$ cat config.mk
export PLATFORM = sky130hd
export DESIGN_NAME = pll_reprog_seq
export DESIGN_NICKNAME = d
export VERILOG_FILES = /design/src/rtl/pll_seq_pkg.sv /design/src/rtl/pll_seq_nlo.sv /design/src/rtl/pll_seq_timer.sv /design/src/rtl/pll_seq_ctrl.sv /design/src/rtl/pll_reprog_seq.sv
export SDC_FILE = /design/constraint.sdc
export NUM_CORES = 1
export LEC_CHECK = 0
export ABC_AREA = 1
export CAP_MARGIN = 10
export CORE_AREA = 4 4 261 212
export DETAILED_ROUTE_END_ITERATION = 6
export DIE_AREA = 0 0 265 216
export DONT_BUFFER_PORTS = 1
export GPL_TIMING_DRIVEN = 0
export PLACE_DENSITY_LB_ADDON = 0.12
export SYNTH_ARGS = -nofsm -noshare
export SYNTH_HDL_FRONTEND = slang
export SYNTH_SLANG_ARGS = --single-unit
$ cat constraint.sdc
create_clock -name clk -period 14.6 [get_ports clk]
set_clock_uncertainty 0.1 [all_clocks]
set_input_delay 4.38 -clock clk [delete_from_list [all_inputs] [get_ports clk]]
set_output_delay 4.38 -clock clk [all_outputs]
set_load 0.05 [all_outputs]
$ cat src/rtl/pll_seq_pkg.sv
`timescale 1ns/1ps
// Shared definitions for the PLL reprogramming sequencer.
// Assumes the coefficient word layout {PL, N, M} with fixed field positions,
// because the PLL itself decodes those positions.
package pll_seq_pkg;
    localparam int M_W     = 8;
    localparam int N_W     = 8;
    localparam int PL_W    = 6;
    localparam int DIV_W   = 6;
    localparam int M_LSB   = 0;
    localparam int N_LSB   = 8;
    localparam int PL_LSB  = 16;
    localparam int COEFF_W = PL_LSB + PL_W;

    localparam logic [DIV_W-1:0] DIV_1TO1 = DIV_W'(0);
    localparam logic [DIV_W-1:0] DIV_1TO2 = DIV_W'(2);

    typedef enum logic [4:0] {
        ST_IDLE, ST_CHECK, ST_R_SETUP, ST_RAMP, ST_SET_DIV2, ST_BYPASS,
        ST_CLR_IDDQ, ST_PWR_OFF, ST_WR_COEFF, ST_PWR_ON, ST_CLR_LDO,
        ST_LOCK_WAIT, ST_SEL_VCO, ST_DIV1, ST_FINISH, ST_D_BYP, ST_D_OFF
    } seq_state_t;

    typedef enum logic [1:0] {
        RK_FAST, RK_DOWN, RK_UP, RK_DIS
    } ramp_kind_t;
endpackage

$ cat src/rtl/pll_seq_nlo.sv
`timescale 1ns/1ps
// Computes the lowest safe N for a given M: ceil(M*MIN_VCO_MHZ/REF_MHZ),
// saturated to the N field. Purely combinational; assumes REF_MHZ > 0.
module pll_seq_nlo
    import pll_seq_pkg::*;
#(
    parameter int REF_MHZ     = 12,
    parameter int MIN_VCO_MHZ = 1000
) (
    input  logic [M_W-1:0] m_i,
    output logic [N_W-1:0] n_lo_o
);
    localparam logic [31:0] REF_L   = 32'(REF_MHZ);
    localparam logic [31:0] VCO_L   = 32'(MIN_VCO_MHZ);
    localparam logic [31:0] N_MAX_L = 32'((1 << N_W) - 1);

    logic [31:0] prod;
    logic [31:0] quot;

    // Rounded-up division followed by saturation to the field width.
    always_comb begin
        prod   = 32'(m_i) * VCO_L;
        quot   = (prod + REF_L - 32'd1) / REF_L;
        n_lo_o = (quot > N_MAX_L) ? N_MAX_L[N_W-1:0] : quot[N_W-1:0];
    end
endmodule

$ cat src/rtl/pll_seq_timer.sv
`timescale 1ns/1ps
// Microsecond timeout counter. A prescaler turns CYC_PER_US clocks into one
// tick; the tick count is compared to the lock or ramp limit. Everything
// clears whenever run_i is low, so each wait starts from zero.
module pll_seq_timer #(
    parameter int CYC_PER_US  = 200,
    parameter int LOCK_TMO_US = 300000,
    parameter int RAMP_TMO_US = 500
) (
    input  logic clk,
    input  logic rst_n,
    input  logic run_i,
    input  logic sel_lock_i,
    output logic expired_o
);
    localparam int MAX_TMO = (LOCK_TMO_US > RAMP_TMO_US) ? LOCK_TMO_US : RAMP_TMO_US;
    localparam int US_W    = $clog2(MAX_TMO + 1);
    localparam int PRE_W   = $clog2(CYC_PER_US + 1);
    localparam logic [PRE_W-1:0] PRE_LAST = PRE_W'(CYC_PER_US - 1);
    localparam logic [US_W-1:0]  LIM_LOCK = US_W'(LOCK_TMO_US);
    localparam logic [US_W-1:0]  LIM_RAMP = US_W'(RAMP_TMO_US);

    logic [PRE_W-1:0] pre_q;
    logic [US_W-1:0]  us_q;
    logic             tick;
    logic [US_W-1:0]  limit;

    assign tick      = (pre_q == PRE_LAST);
    assign limit     = sel_lock_i ? LIM_LOCK : LIM_RAMP;
    assign expired_o = run_i && (us_q >= limit);

    // Prescaler: one tick per microsecond while a wait is running.
    always_ff @(posedge clk) begin
        if (!rst_n || !run_i) pre_q <= '0;
        else if (tick)        pre_q <= '0;
        else                  pre_q <= pre_q + PRE_W'(1);
    end

    // Microsecond count, held once the limit is reached.
    always_ff @(posedge clk) begin
        if (!rst_n || !run_i)             us_q <= '0;
        else if (tick && (us_q < limit))  us_q <= us_q + US_W'(1);
    end
endmodule

$ cat src/rtl/pll_seq_ctrl.sv
`timescale 1ns/1ps
// Sequencing state machine. Chooses between the N-only slide and the
// bypass-and-relock path, drives every PLL control register, hands N glides
// to the ramp controller and reruns without sliding after a failed attempt.
// Assumes n_lo values arrive combinationally for the current and new M.
module pll_seq_ctrl
    import pll_seq_pkg::*;
(
    input  logic               clk,
    input  logic               rst_n,
    input  logic               start_i,
    input  logic               slide_ok_i,
    input  logic [M_W-1:0]     tgt_m_i,
    input  logic [N_W-1:0]     tgt_n_i,
    input  logic [PL_W-1:0]    tgt_pl_i,
    input  logic               disable_i,
    input  logic               pll_lock_i,
    input  logic               ramp_done_i,
    input  logic               ramp_err_i,
    input  logic [N_W-1:0]     nlo_cur_i,
    input  logic [N_W-1:0]     nlo_new_i,
    input  logic               tmo_i,
    output logic               tmr_run_o,
    output logic               tmr_lock_o,
    output logic [M_W-1:0]     cur_m_o,
    output logic [M_W-1:0]     new_m_o,
    output logic               pll_en_o,
    output logic               pll_iddq_o,
    output logic               pll_lockdet_off_o,
    output logic               pll_vco_sel_o,
    output logic [DIV_W-1:0]   vco_div_o,
    output logic [COEFF_W-1:0] coeff_o,
    output logic               ramp_req_o,
    output logic [N_W-1:0]     ramp_n_o,
    output logic               busy_o,
    output logic               done_o,
    output logic               err_o
);
    seq_state_t          state_q;
    ramp_kind_t          kind_q;
    logic                slide_q;
    logic [M_W-1:0]      m_q;
    logic [N_W-1:0]      n_q;
    logic [PL_W-1:0]     pl_q;
    logic [COEFF_W-1:0]  coeff_q;
    logic [N_W-1:0]      ramp_n_q;
    logic                en_q, iddq_q, ldo_q, vsel_q, done_q, err_q;
    logic [DIV_W-1:0]    div_q;

    logic [M_W-1:0]      cur_m;
    logic [N_W-1:0]      cur_n;
    logic [PL_W-1:0]     cur_pl;
    logic [N_W-1:0]      ramp_val;
    logic                fast_ok;

    // Field views of the live coefficient word.
    assign cur_m  = coeff_q[M_LSB +: M_W];
    assign cur_n  = coeff_q[N_LSB +: N_W];
    assign cur_pl = coeff_q[PL_LSB +: PL_W];

    // N-only slide is possible when only N differs on a running PLL.
    assign fast_ok = slide_q && en_q && (m_q == cur_m) && (pl_q == cur_pl);

    // Ramp target: the final N for the slide and the climb, otherwise the low N.
    assign ramp_val = (kind_q == RK_FAST || kind_q == RK_UP) ? n_q : nlo_cur_i;

    // Where a successful ramp of each kind continues.
    function automatic seq_state_t after_ramp(input ramp_kind_t k);
        case (k)
            RK_DOWN: after_ramp = ST_SET_DIV2;
            RK_DIS:  after_ramp = ST_D_BYP;
            default: after_ramp = ST_FINISH;
        endcase
    endfunction

    // Main sequencing register set: state, latched targets and PLL controls.
    always_ff @(posedge clk) begin
        if (!rst_n) begin
            state_q  <= ST_IDLE;
            kind_q   <= RK_FAST;
            slide_q  <= 1'b0;
            m_q      <= '0;
            n_q      <= '0;
            pl_q     <= '0;
            coeff_q  <= '0;
            ramp_n_q <= '0;
            en_q     <= 1'b0;
            iddq_q   <= 1'b1;
            ldo_q    <= 1'b1;
            vsel_q   <= 1'b0;
            div_q    <= DIV_1TO1;
            done_q   <= 1'b0;
            err_q    <= 1'b0;
        end else begin
            done_q <= 1'b0;
            case (state_q)
                ST_IDLE: begin
                    if (start_i) begin
                        m_q     <= tgt_m_i;
                        n_q     <= tgt_n_i;
                        pl_q    <= tgt_pl_i;
                        slide_q <= slide_ok_i;
                        err_q   <= 1'b0;
                        state_q <= ST_CHECK;
                    end else if (disable_i) begin
                        kind_q  <= RK_DIS;
                        state_q <= en_q ? ST_R_SETUP : ST_D_BYP;
                    end
                end
                ST_CHECK: begin
                    if (fast_ok) begin
                        kind_q  <= RK_FAST;
                        state_q <= ST_R_SETUP;
                    end else if (slide_q && en_q) begin
                        kind_q  <= RK_DOWN;
                        state_q <= ST_R_SETUP;
                    end else begin
                        state_q <= ST_SET_DIV2;
                    end
                end
                ST_R_SETUP: begin
                    if (ramp_val == cur_n) begin
                        state_q <= after_ramp(kind_q);
                    end else begin
                        coeff_q[N_LSB +: N_W] <= ramp_val;
                        ramp_n_q              <= ramp_val;
                        state_q               <= ST_RAMP;
                    end
                end
                ST_RAMP: begin
                    if (ramp_done_i) begin
                        state_q <= after_ramp(kind_q);
                    end else if (ramp_err_i || tmo_i) begin
                        if (kind_q == RK_DIS) begin
                            state_q <= ST_D_BYP;
                        end else if (slide_q) begin
                            slide_q <= 1'b0;
                            state_q <= ST_CHECK;
                        end else begin
                            err_q   <= 1'b1;
                            state_q <= ST_FINISH;
                        end
                    end
                end
                ST_SET_DIV2: begin
                    div_q   <= DIV_1TO2;
                    state_q <= ST_BYPASS;
                end
                ST_BYPASS: begin
                    vsel_q  <= 1'b0;
                    state_q <= ST_CLR_IDDQ;
                end
                ST_CLR_IDDQ: begin
                    iddq_q  <= 1'b0;
                    state_q <= ST_PWR_OFF;
                end
                ST_PWR_OFF: begin
                    en_q    <= 1'b0;
                    state_q <= ST_WR_COEFF;
                end
                ST_WR_COEFF: begin
                    coeff_q <= {pl_q, (slide_q ? nlo_new_i : n_q), m_q};
                    state_q <= ST_PWR_ON;
                end
                ST_PWR_ON: begin
                    en_q    <= 1'b1;
                    state_q <= ST_CLR_LDO;
                end
                ST_CLR_LDO: begin
                    ldo_q   <= 1'b0;
                    state_q <= ST_LOCK_WAIT;
                end
                ST_LOCK_WAIT: begin
                    if (pll_lock_i) begin
                        state_q <= ST_SEL_VCO;
                    end else if (tmo_i) begin
                        if (slide_q) begin
                            slide_q <= 1'b0;
                            state_q <= ST_CHECK;
                        end else begin
                            err_q   <= 1'b1;
                            state_q <= ST_FINISH;
                        end
                    end
                end
                ST_SEL_VCO: begin
                    vsel_q  <= 1'b1;
                    state_q <= ST_DIV1;
                end
                ST_DIV1: begin
                    div_q <= DIV_1TO1;
                    if (slide_q) begin
                        kind_q  <= RK_UP;
                        state_q <= ST_R_SETUP;
                    end else begin
                        state_q <= ST_FINISH;
                    end
                end
                ST_D_BYP: begin
                    vsel_q  <= 1'b0;
                    state_q <= ST_D_OFF;
                end
                ST_D_OFF: begin
                    en_q    <= 1'b0;
                    state_q <= ST_FINISH;
                end
                ST_FINISH: begin
                    done_q  <= 1'b1;
                    state_q <= ST_IDLE;
                end
                default: state_q <= ST_IDLE;
            endcase
        end
    end

    assign tmr_run_o         = (state_q == ST_RAMP) || (state_q == ST_LOCK_WAIT);
    assign tmr_lock_o        = (state_q == ST_LOCK_WAIT);
    assign cur_m_o           = cur_m;
    assign new_m_o           = m_q;
    assign pll_en_o          = en_q;
    assign pll_iddq_o        = iddq_q;
    assign pll_lockdet_off_o = ldo_q;
    assign pll_vco_sel_o     = vsel_q;
    assign vco_div_o         = div_q;
    assign coeff_o           = coeff_q;
    assign ramp_req_o        = (state_q == ST_RAMP);
    assign ramp_n_o          = ramp_n_q;
    assign busy_o            = (state_q != ST_IDLE);
    assign done_o            = done_q;
    assign err_o             = err_q;
endmodule

$ cat src/rtl/pll_reprog_seq.sv
`timescale 1ns/1ps
// Top of the PLL reprogramming sequencer. Wires the state machine to two
// n_lo calculators (current M and new M) and the microsecond timeout timer.
// Assumes the ramp controller answers a request with a done or error pulse.
module pll_reprog_seq
    import pll_seq_pkg::*;
#(
    parameter int REF_MHZ     = 12,
    parameter int MIN_VCO_MHZ = 1000,
    parameter int CYC_PER_US  = 200,
    parameter int LOCK_TMO_US = 300000,
    parameter int RAMP_TMO_US = 500
) (
    input  logic               clk,
    input  logic               rst_n,
    input  logic               start_i,
    input  logic               slide_ok_i,
    input  logic [M_W-1:0]     tgt_m_i,
    input  logic [N_W-1:0]     tgt_n_i,
    input  logic [PL_W-1:0]    tgt_pl_i,
    input  logic               disable_i,
    input  logic               pll_lock_i,
    input  logic               ramp_done_i,
    input  logic               ramp_err_i,
    output logic               pll_en_o,
    output logic               pll_iddq_o,
    output logic               pll_lockdet_off_o,
    output logic               pll_vco_sel_o,
    output logic [DIV_W-1:0]   vco_div_o,
    output logic [COEFF_W-1:0] coeff_o,
    output logic               ramp_req_o,
    output logic [N_W-1:0]     ramp_n_o,
    output logic               busy_o,
    output logic               done_o,
    output logic               err_o
);
    localparam int NLO_CNT = 2;

    logic [M_W-1:0] nlo_m [NLO_CNT];
    logic [N_W-1:0] nlo_n [NLO_CNT];
    logic           tmr_run, tmr_lock, tmo;
    logic [M_W-1:0] cur_m, new_m;

    assign nlo_m[0] = cur_m;
    assign nlo_m[1] = new_m;

    // One n_lo calculator per M source: index 0 current, index 1 new.
    for (genvar g = 0; g < NLO_CNT; g++) begin : g_nlo
        pll_seq_nlo #(
            .REF_MHZ     (REF_MHZ),
            .MIN_VCO_MHZ (MIN_VCO_MHZ)
        ) u_nlo (
            .m_i    (nlo_m[g]),
            .n_lo_o (nlo_n[g])
        );
    end

    pll_seq_timer #(
        .CYC_PER_US  (CYC_PER_US),
        .LOCK_TMO_US (LOCK_TMO_US),
        .RAMP_TMO_US (RAMP_TMO_US)
    ) u_tmr (
        .clk        (clk),
        .rst_n      (rst_n),
        .run_i      (tmr_run),
        .sel_lock_i (tmr_lock),
        .expired_o  (tmo)
    );

    pll_seq_ctrl u_ctrl (
        .clk               (clk),
        .rst_n             (rst_n),
        .start_i           (start_i),
        .slide_ok_i        (slide_ok_i),
        .tgt_m_i           (tgt_m_i),
        .tgt_n_i           (tgt_n_i),
        .tgt_pl_i          (tgt_pl_i),
        .disable_i         (disable_i),
        .pll_lock_i        (pll_lock_i),
        .ramp_done_i       (ramp_done_i),
        .ramp_err_i        (ramp_err_i),
        .nlo_cur_i         (nlo_n[0]),
        .nlo_new_i         (nlo_n[1]),
        .tmo_i             (tmo),
        .tmr_run_o         (tmr_run),
        .tmr_lock_o        (tmr_lock),
        .cur_m_o           (cur_m),
        .new_m_o           (new_m),
        .pll_en_o          (pll_en_o),
        .pll_iddq_o        (pll_iddq_o),
        .pll_lockdet_off_o (pll_lockdet_off_o),
        .pll_vco_sel_o     (pll_vco_sel_o),
        .vco_div_o         (vco_div_o),
        .coeff_o           (coeff_o),
        .ramp_req_o        (ramp_req_o),
        .ramp_n_o          (ramp_n_o),
        .busy_o            (busy_o),
        .done_o            (done_o),
        .err_o             (err_o)
    );
endmodule

==> run metrics, run 1 <==
status completed; slew margin rel. 0.2592; drt pass-1 iters 5; Sink Count 94; I/O pin count 74; EDFF count, synth 0; Synth Cell Area 15150 µm²; register bit total from synthesis 94; Synth cell types 74; Slowest-stage cell, CP fa_1; Setup crit end kind flop; CTS Hold Bufs 0; Remaining DRCs 0; crit path kind flop to flop; Die Y 216 µm; first-pass GRT wire length 73370 µm; die area 57240 µm²; yosys warns 0; Area Growth Syn to Fin 8.781%; Fin. Hold Viols 0; Worst path most repeated cell nand2_1; WL per Instance 14.22 µm; Top FF cell, synth dfxtp_1; clk root buf clkbuf_16; Vias 14850; initial antenna violation count 1; # setup viols final 0; Worst Reg-to-Reg Cells 87; asr flop ratio synth 0; RD Place Congestion 0.8383; Core ar. 52360 µm²; Final #Nets 2596; number of max-cap violations 0; fin. max-slew vios 0; Hold WC Path Type flop to flop; largest net degree at the start of global routing 18; Worst-Skew Late Latency 0.36 ns; CTS tree built; antenna-violating nets left 0; Max Buffers Root-to-Sink 2; share of cells above drive strength 1 0.1735; grt ovf 0; PortBufs 0; CP peak stage delay 0.61 ns; Total Wirelength 44540 µm; Arrival @ worst endpoint 13.49 ns; Seq/Total Area, Yosys 0.1242; fin crit share 0.9132; H-tree levels 3; fin cells 3132; TNS Setup 0 ns; CTS buffer count 9; vias in the first global route 14000; r2r setup slk 1.27 ns; fmax 0.07501 GHz; Hold Path Stages 1; Syn Area/Cell 6.275 µm²; required time of the critical path 14.76 ns; Die X 265 µm; Gate Count Post-Synth 2414; Clock Pin Slew Worst Setup and Hold Paths 0.08 ns; fin crit period 13.33 ns; crit start category flop; actual slew at the worst max-slew pin 1.107 ns; placed insts 3111; Initial Util 0.2893; routed vias/inst 4.742; Post-DP HPWL 37640 µm; num rows 75; 1st-iter DRT viols 835; worst-path fanout max 10; Overall Global Routing Usage 0.1532
## through the flow
stage / util / setup WS (ns) / cell area (µm²) / hold slack [ns]
detailed placement: 0.3061 / 0.6276 / 16030 / 0.3372
finish: 0.3147 / 1.268 / 16480 / 0.3465
floorplan: - / 3.074 / 15160 / 0.3175
CTS: 0.3125 / 0.5747 / 16370 / 0.3489
global placement: 0.3061 / 0.7254 / 16030 / 0.3312
global route: 0.3146 / -0.01654 / 16470 / 0.3893
## per-layer routing
metal / vias to the layer above / wire length [µm] / global-route usage / part of all wire
li1: 7786 / - / - / -
met1: 6798 / 24160 / 0.2357 / 0.54
met2: 234 / 17670 / 0.2230 / 0.40
met3: 33 / 2047 / 0.02699 / 0.046
met4: 0 / 658 / 0.02816 / 0.015
met5: - / 0 / 0 / 0
## worst max-delay path, delay by kind of cell (launching register included)
kind                       cells  cell delay (ns)
buffers and inverters          7             0.70
AOI/OAI and AO/OA              6             1.37
DFF                            1             0.40
and+or+nand+nor               67             7.97
adders and majority gates      6             2.49
xor gates and xnor gates       1             0.18
## cell type report
class                           instances  area, µm²
Multi-Input combinational cell       1869      11490
Sequential cell                        94       1906
Antenna cell                            1      2.502
Inverter                              422       1608
Clock buffer                           10      239.0
Buffer                                 33      219.0
Timing Repair Buffer                    4      50.05
Clock inverter                          6      97.59
Fill cell                            5769      35890
Tap cell                              693      867.1
## sequential cells by signal (all words and copies together), names as in the netlist, 2 cells and up
register / count
u_tmr.pre_q: 8
u_ctrl.ramp_n_o: 8
u_ctrl.pl_q: 6
u_ctrl.coeff_o: 22
u_ctrl.new_m_o: 8
u_tmr.us_q: 19
u_ctrl.state_q: 5
u_ctrl.kind_q: 2
u_ctrl.n_q: 8
## kinds of logic after synthesis
group | synth area share
XOR/XNOR | 0.03907
adder cells (fa/ha/maj) | 0.1312
AND/OR/NAND/NOR | 0.4821
buffers and inverters | 0.1202
flip-flops | 0.1242
AO/OA/AOI/OAI | 0.1030
other | 0.0002476
## synth_stat cells, types with 43 or more instances
cell type  count  area (µm²)
nand2_1      561        2106
inv_1        363        1363
nand3_1      211        1056
nor2_1       211       792.0
nand2_2      118       738.2
dfxtp_1       94        1882
ha_1          90        1126
o21ai_0       90       450.4
a21oi_1       83       415.4
nand4_1       64       400.4
inv_2         49       183.9
nand3_2       44       440.4
nor2_2        44       275.3
fa_1          43       860.8
## placed cells by master (no fill, tap or decap), drive strengths merged, types with 2 or more instances in the layout
cell,n
nand2,712
inv,417
nor2,278
nand3,269
o21ai,106
a21oi,96
dfxtp,94
ha,90
nand4,69
fa,43
xor2,43
nor3,35
clkbuf,27
xnor2,22
buf,20
o22ai,14
nand3b,13
and2,10
nor4,8
o221ai,8
or2,8
clkinv,8
o211ai,7
o31ai,5
conb,5
a211oi,4
a221oi,4
o21bai,4
nor3b,3
a31oi,3
bufinv,2
a21boi,2
## final timing paths
path                     start                end
max          u_ctrl.coeff_o[0]  u_ctrl.state_q[0]
min             u_tmr.pre_q[0]     u_tmr.pre_q[0]
max reg2reg  u_ctrl.coeff_o[0]  u_ctrl.state_q[0]
min reg2reg     u_tmr.pre_q[0]     u_tmr.pre_q[0]
## what timing repair did
action,in CTS,in global routing
buffers inserted,0,3
endpoints found under the setup margin,0,20
resized for setup,0,22
hold endpoints to repair,0,0
Power of run 1 is not shown: default switching activity piles up to over one toggle a cycle in this logic, so the estimate is an artifact.
==> run 2, diff against run 1 <==
--- a/config.mk
+++ b/config.mk
@@ -7,7 +7,10 @@
 export LEC_CHECK = 0
 export ABC_AREA = 1
 export CAP_MARGIN = 10
+export CELL_PAD_IN_SITES_DETAIL_PLACEMENT = 1
+export CELL_PAD_IN_SITES_GLOBAL_PLACEMENT = 2
 export CORE_AREA = 4 4 261 212
+export CTS_BUF_LIST = sky130_fd_sc_hd__clkbuf_4
 export DETAILED_ROUTE_END_ITERATION = 6
 export DIE_AREA = 0 0 265 216
 export DONT_BUFFER_PORTS = 1
==> run 2 against run 1 <==
  * Global-route usage increased by 1.7 points
  * Sequential cell count is the same
  * Worst setup slack improved by 0.10 ns
  * Worst hold slack improved by 0.030 ns
  * Cell area is 0.24% lower
  * Register-to-register slack improved by 0.10 ns
  * Sequential share of layout area grew 0.074 points
  * Critical endpoint is now u_ctrl.state_q[1]
==> run metrics, run 2 (synthesized netlist as in run 1, its figures left out) <==
status completed; Die X 265 µm; CTS tree built; fmax 0.07558 GHz; Initial Util 0.2893; CTS buffer count 9; CTS Hold Bufs 0; r2r setup slk 1.37 ns; first-pass GRT wire length 81530 µm; Final #Nets 2606; PortBufs 0; routed vias/inst 4.842; initial antenna violation count 2; Vias 15210; largest net degree at the start of global routing 16; # setup viols final 0; Fin. Hold Viols 0; Clock Pin Slew Worst Setup and Hold Paths 0.17 ns; Hold WC Path Type flop to flop; crit path kind flop to flop; CP peak stage delay 0.65 ns; grt ovf 0; fin crit share 0.9062; fin crit period 13.23 ns; crit start category flop; 1st-iter DRT viols 721; vias in the first global route 15300; required time of the critical path 14.87 ns; Total Wirelength 50020 µm; die area 57240 µm²; Area Growth Syn to Fin 8.516%; number of max-cap violations 0; Final Core Density 0.3139; footprint of the multi-input gates 11570 µm²; Worst setup startpoint u_ctrl.coeff_o[1]; CP top delay family simple AND/OR/NAND/NOR gates; actual slew at the worst max-slew pin 1.158 ns; drt pass-1 iters 5; WL per Instance 15.92 µm; Largest register FFs 22; Die Y 216 µm; min-delay src u_tmr.pre_q[0]; share of cells above drive strength 1 0.1868; Post-DP HPWL 42880 µm; slew margin rel. 0.2250; fin. max-slew vios 0; RD Place Congestion 0.8255; most common cell after layout, fill and taps aside nand2_1; Core ar. 52360 µm²; antenna-violating nets left 0; Slowest-stage cell, CP fa_2; FF-to-FF Start u_ctrl.coeff_o[1]; Worst path most repeated cell nand2_1; clk root buf clkbuf_4; Sink Count 94; num rows 75; Remaining DRCs 0; H-tree levels 3; Overall Global Routing Usage 0.1706; CP Buf/Inv Count 8; I/O pin count 74; Max Buffers Root-to-Sink 2; Arrival @ worst endpoint 13.50 ns; Setup crit end kind flop; worst-path fanout max 10; most frequent cells in the layout nand2_1, inv_1, nor2_1, nand3_1, nand2_2; Worst-Skew Late Latency 0.47 ns; # fillers 6898; storage element area 1913 µm²
run 2: final timing paths:
| check | depth (start not counted) | end |
|---|---|---|
| hold / removal | 1 | u_tmr.pre_q[0] |
| hold reg to reg | 1 | u_tmr.pre_q[0] |
| setup / recovery | 89 | u_ctrl.state_q[1] |
| setup reg to reg | 89 | u_ctrl.state_q[1] |
run 2: metal layers:
layer  vias to the layer above  part of all wire  GRT usage  routed length (µm)
li1                       7802                 -          -                   -
met1                      7243              0.55     0.2676               27560
met2                       147              0.41     0.2572               20680
met3                        21             0.030    0.01913                1480
met4                         0            0.0059    0.01743                 293
met5                         -                 0          0                   0
run 2: layout make-up:
| type | instances | share of cell area |
|---|---|---|
| multi-input cells | 1869 | 0.7040 |
| flip-flops and latches | 94 | 0.1164 |
| inverters | 422 | 0.09888 |
| well taps | 693 | 0.05275 |
| plain buffers | 33 | 0.01332 |
| repair buffers | 14 | 0.007612 |
| clock buffers | 10 | 0.004567 |
| clock inverters | 5 | 0.002131 |
| diodes | 2 | 0.0003045 |
run 2: stage by stage:
step | TNS, ns | hold slack, ns | setup slack (ns) | cells | cell area (µm²)
2_1_floorplan | 0 | 0.3175 | 3.074 | 2418 | 15160
3_3_place_gp | 0 | 0.3287 | 0.5113 | 3111 | 16030
3_5_place_dp | 0 | 0.3493 | 0.2884 | 3111 | 16030
4_1_cts | 0 | 0.3775 | 0.2022 | 3126 | 16140
5_1_grt | -0.02911 | 0.4036 | -0.01943 | 3142 | 16440
6_report | 0 | 0.3768 | 1.370 | 3142 | 16440
run 2: repair_timing:
| action | 4_1_cts | 5_1_grt |
|---|---|---|
| buffers inserted | 0 | 13 |
| setup endpoints to repair | 0 | 20 |
| resized for setup | 0 | 53 |
Power of run 2 is left out for the same reason.
==> run 3, diff against run 2 <==
--- a/config.mk
+++ b/config.mk
@@ -9,12 +9,11 @@
 export CAP_MARGIN = 10
 export CELL_PAD_IN_SITES_DETAIL_PLACEMENT = 1
 export CELL_PAD_IN_SITES_GLOBAL_PLACEMENT = 2
-export CORE_AREA = 4 4 261 212
+export CORE_AREA = 4 4 232 188
 export CTS_BUF_LIST = sky130_fd_sc_hd__clkbuf_4
 export DETAILED_ROUTE_END_ITERATION = 6
-export DIE_AREA = 0 0 265 216
+export DIE_AREA = 0 0 236 192
 export DONT_BUFFER_PORTS = 1
-export GPL_TIMING_DRIVEN = 0
 export PLACE_DENSITY_LB_ADDON = 0.12
 export SYNTH_ARGS = -nofsm -noshare
 export SYNTH_HDL_FRONTEND = slang
==> run 3 against run 2 <==
  * Sequential share of layout area increased by 0.30 points
  * Worst hold slack got worse by 0.013 ns
  * Sequential cell count unchanged
  * Cell area down 3.0%
  * Critical endpoint is now u_ctrl.ramp_n_o[5]
  * Largest cell class unchanged
==> run metrics, run 3 (synthesized netlist as in run 1, its figures left out) <==
CP peak stage delay 0.56 ns; CTS Hold Bufs 0; Sink Count 94; share of cells above drive strength 1 0.1716; Largest register FFs 22; fin crit period 13.27 ns; I/O pin count 74; Slowest-stage cell, CP fa_1; crit path kind flop to flop; global-route track usage on met2 0.3232; met3 usage 0.03503; Die X 236 µm; worst-path fanout max 12; first-pass GRT wire length 79460 µm; Top Usage Layer GRT met2; initial antenna violation count 3; CTS buffer count 9; Post-DP HPWL 40660 µm; Fin. Hold Viols 0; number of max-cap violations 0; Die Y 192 µm; Total Wirelength 48100 µm; Arrival @ worst endpoint 13.60 ns; Final #Nets 2571; required time of the critical path 14.92 ns; Remaining DRCs 0; # setup viols final 0; vias in the first global route 15240; Core ar. 41500 µm²; Area Growth Syn to Fin 5.262%; fmax 0.07534 GHz; PortBufs 0; clk root buf clkbuf_4; Setup crit end kind flop; RD Place Congestion 0.8746; Worst-Skew Late Latency 0.50 ns; fin area 15940 µm²; drt pass-1 iters 5; H-tree levels 3; CTS tree built; most frequent cells in the layout nand2_1, inv_1, nand3_1; Hold WC Path Type flop to flop; TNS Setup 0 ns; Setup WS pre-CTS 0.8632 ns; fin. max-slew vios 0; 1st-iter DRT viols 811; num rows 67; most common cell after layout, fill and taps aside nand2_1; DP Area 15720 µm²; WL per Instance 16.22 µm; crit start category flop; status completed; Overall Global Routing Usage 0.2093; post-route setup slack 1.327 ns; largest net degree at the start of global routing 58; Final Core Density 0.3842; Vias 15150; Initial Util 0.3650; die area 45310 µm²; Clock Pin Slew Worst Setup and Hold Paths 0.16 ns; fin crit share 0.9091; actual slew at the worst max-slew pin 1.107 ns; Worst path most repeated cell nand2_1; grt ovf 0; Max Buffers Root-to-Sink 2; routed vias/inst 5.108; slew margin rel. 0.2593; antenna-violating nets left 0; M1 GR Usage 0.3160
run 3: path summary, 6_finish.rpt:
kind / cells past startpoint / from / end / slack, ns
worst max-delay path: 82 / u_ctrl.coeff_o[4] / u_ctrl.ramp_n_o[5] / 1.33
worst max register to register: 82 / u_ctrl.coeff_o[4] / u_ctrl.ramp_n_o[5] / 1.33
worst min-delay path: 1 / u_tmr.pre_q[0] / u_tmr.pre_q[0] / 0.36
worst min register to register: 1 / u_tmr.pre_q[0] / u_tmr.pre_q[0] / 0.36
run 3: cell type report:
| type | count | area [µm²] |
|---|---|---|
| Antenna cell | 1 | 2.502 |
| Clock buffer | 9 | 67.56 |
| Clock inverter | 7 | 91.34 |
| Fill cell | 5557 | 25550 |
| Inverter | 422 | 1609 |
| Multi-Input combinational cell | 1869 | 11490 |
| Sequential cell | 94 | 1903 |
| Tap cell | 552 | 690.7 |
| Timing Repair Buffer | 12 | 93.84 |
run 3: routing by layer:
metal | vias to the layer above | share of wire
met1 | 7216 | 0.53
met4 | 4 | 0.0054
met3 | 18 | 0.044
li1 | 7735 | -
met5 | - | 0.00056
met2 | 178 | 0.42
run 3: critical path: cells and delay by family, from the launching register on:
kind	cells	cell delay [ns]
AO/OA/AOI/OAI	6	1.10
AND/OR/NAND/NOR	60	7.77
flip-flops	1	0.36
buffers and inverters	10	1.35
adder cells (fa/ha/maj)	6	2.45
run 3: per-stage QoR:
step	cells	hold WS [ns]
5_1_grt	2966	0.3941
2_1_floorplan	2418	0.3175
3_3_place_gp	2948	0.3295
4_1_cts	2964	0.3673
3_5_place_dp	2948	0.3390
6_report	2966	0.3640
run 3: repair_timing:
| action | CTS | global route |
|---|---|---|
| gates resized for setup | 0 | 20 |
| setup endpoints to repair | 0 | 20 |
| setup buffers | 0 | 1 |
| endpoints found under the hold margin | 0 | 0 |
Power of run 3 is left out for the same reason.
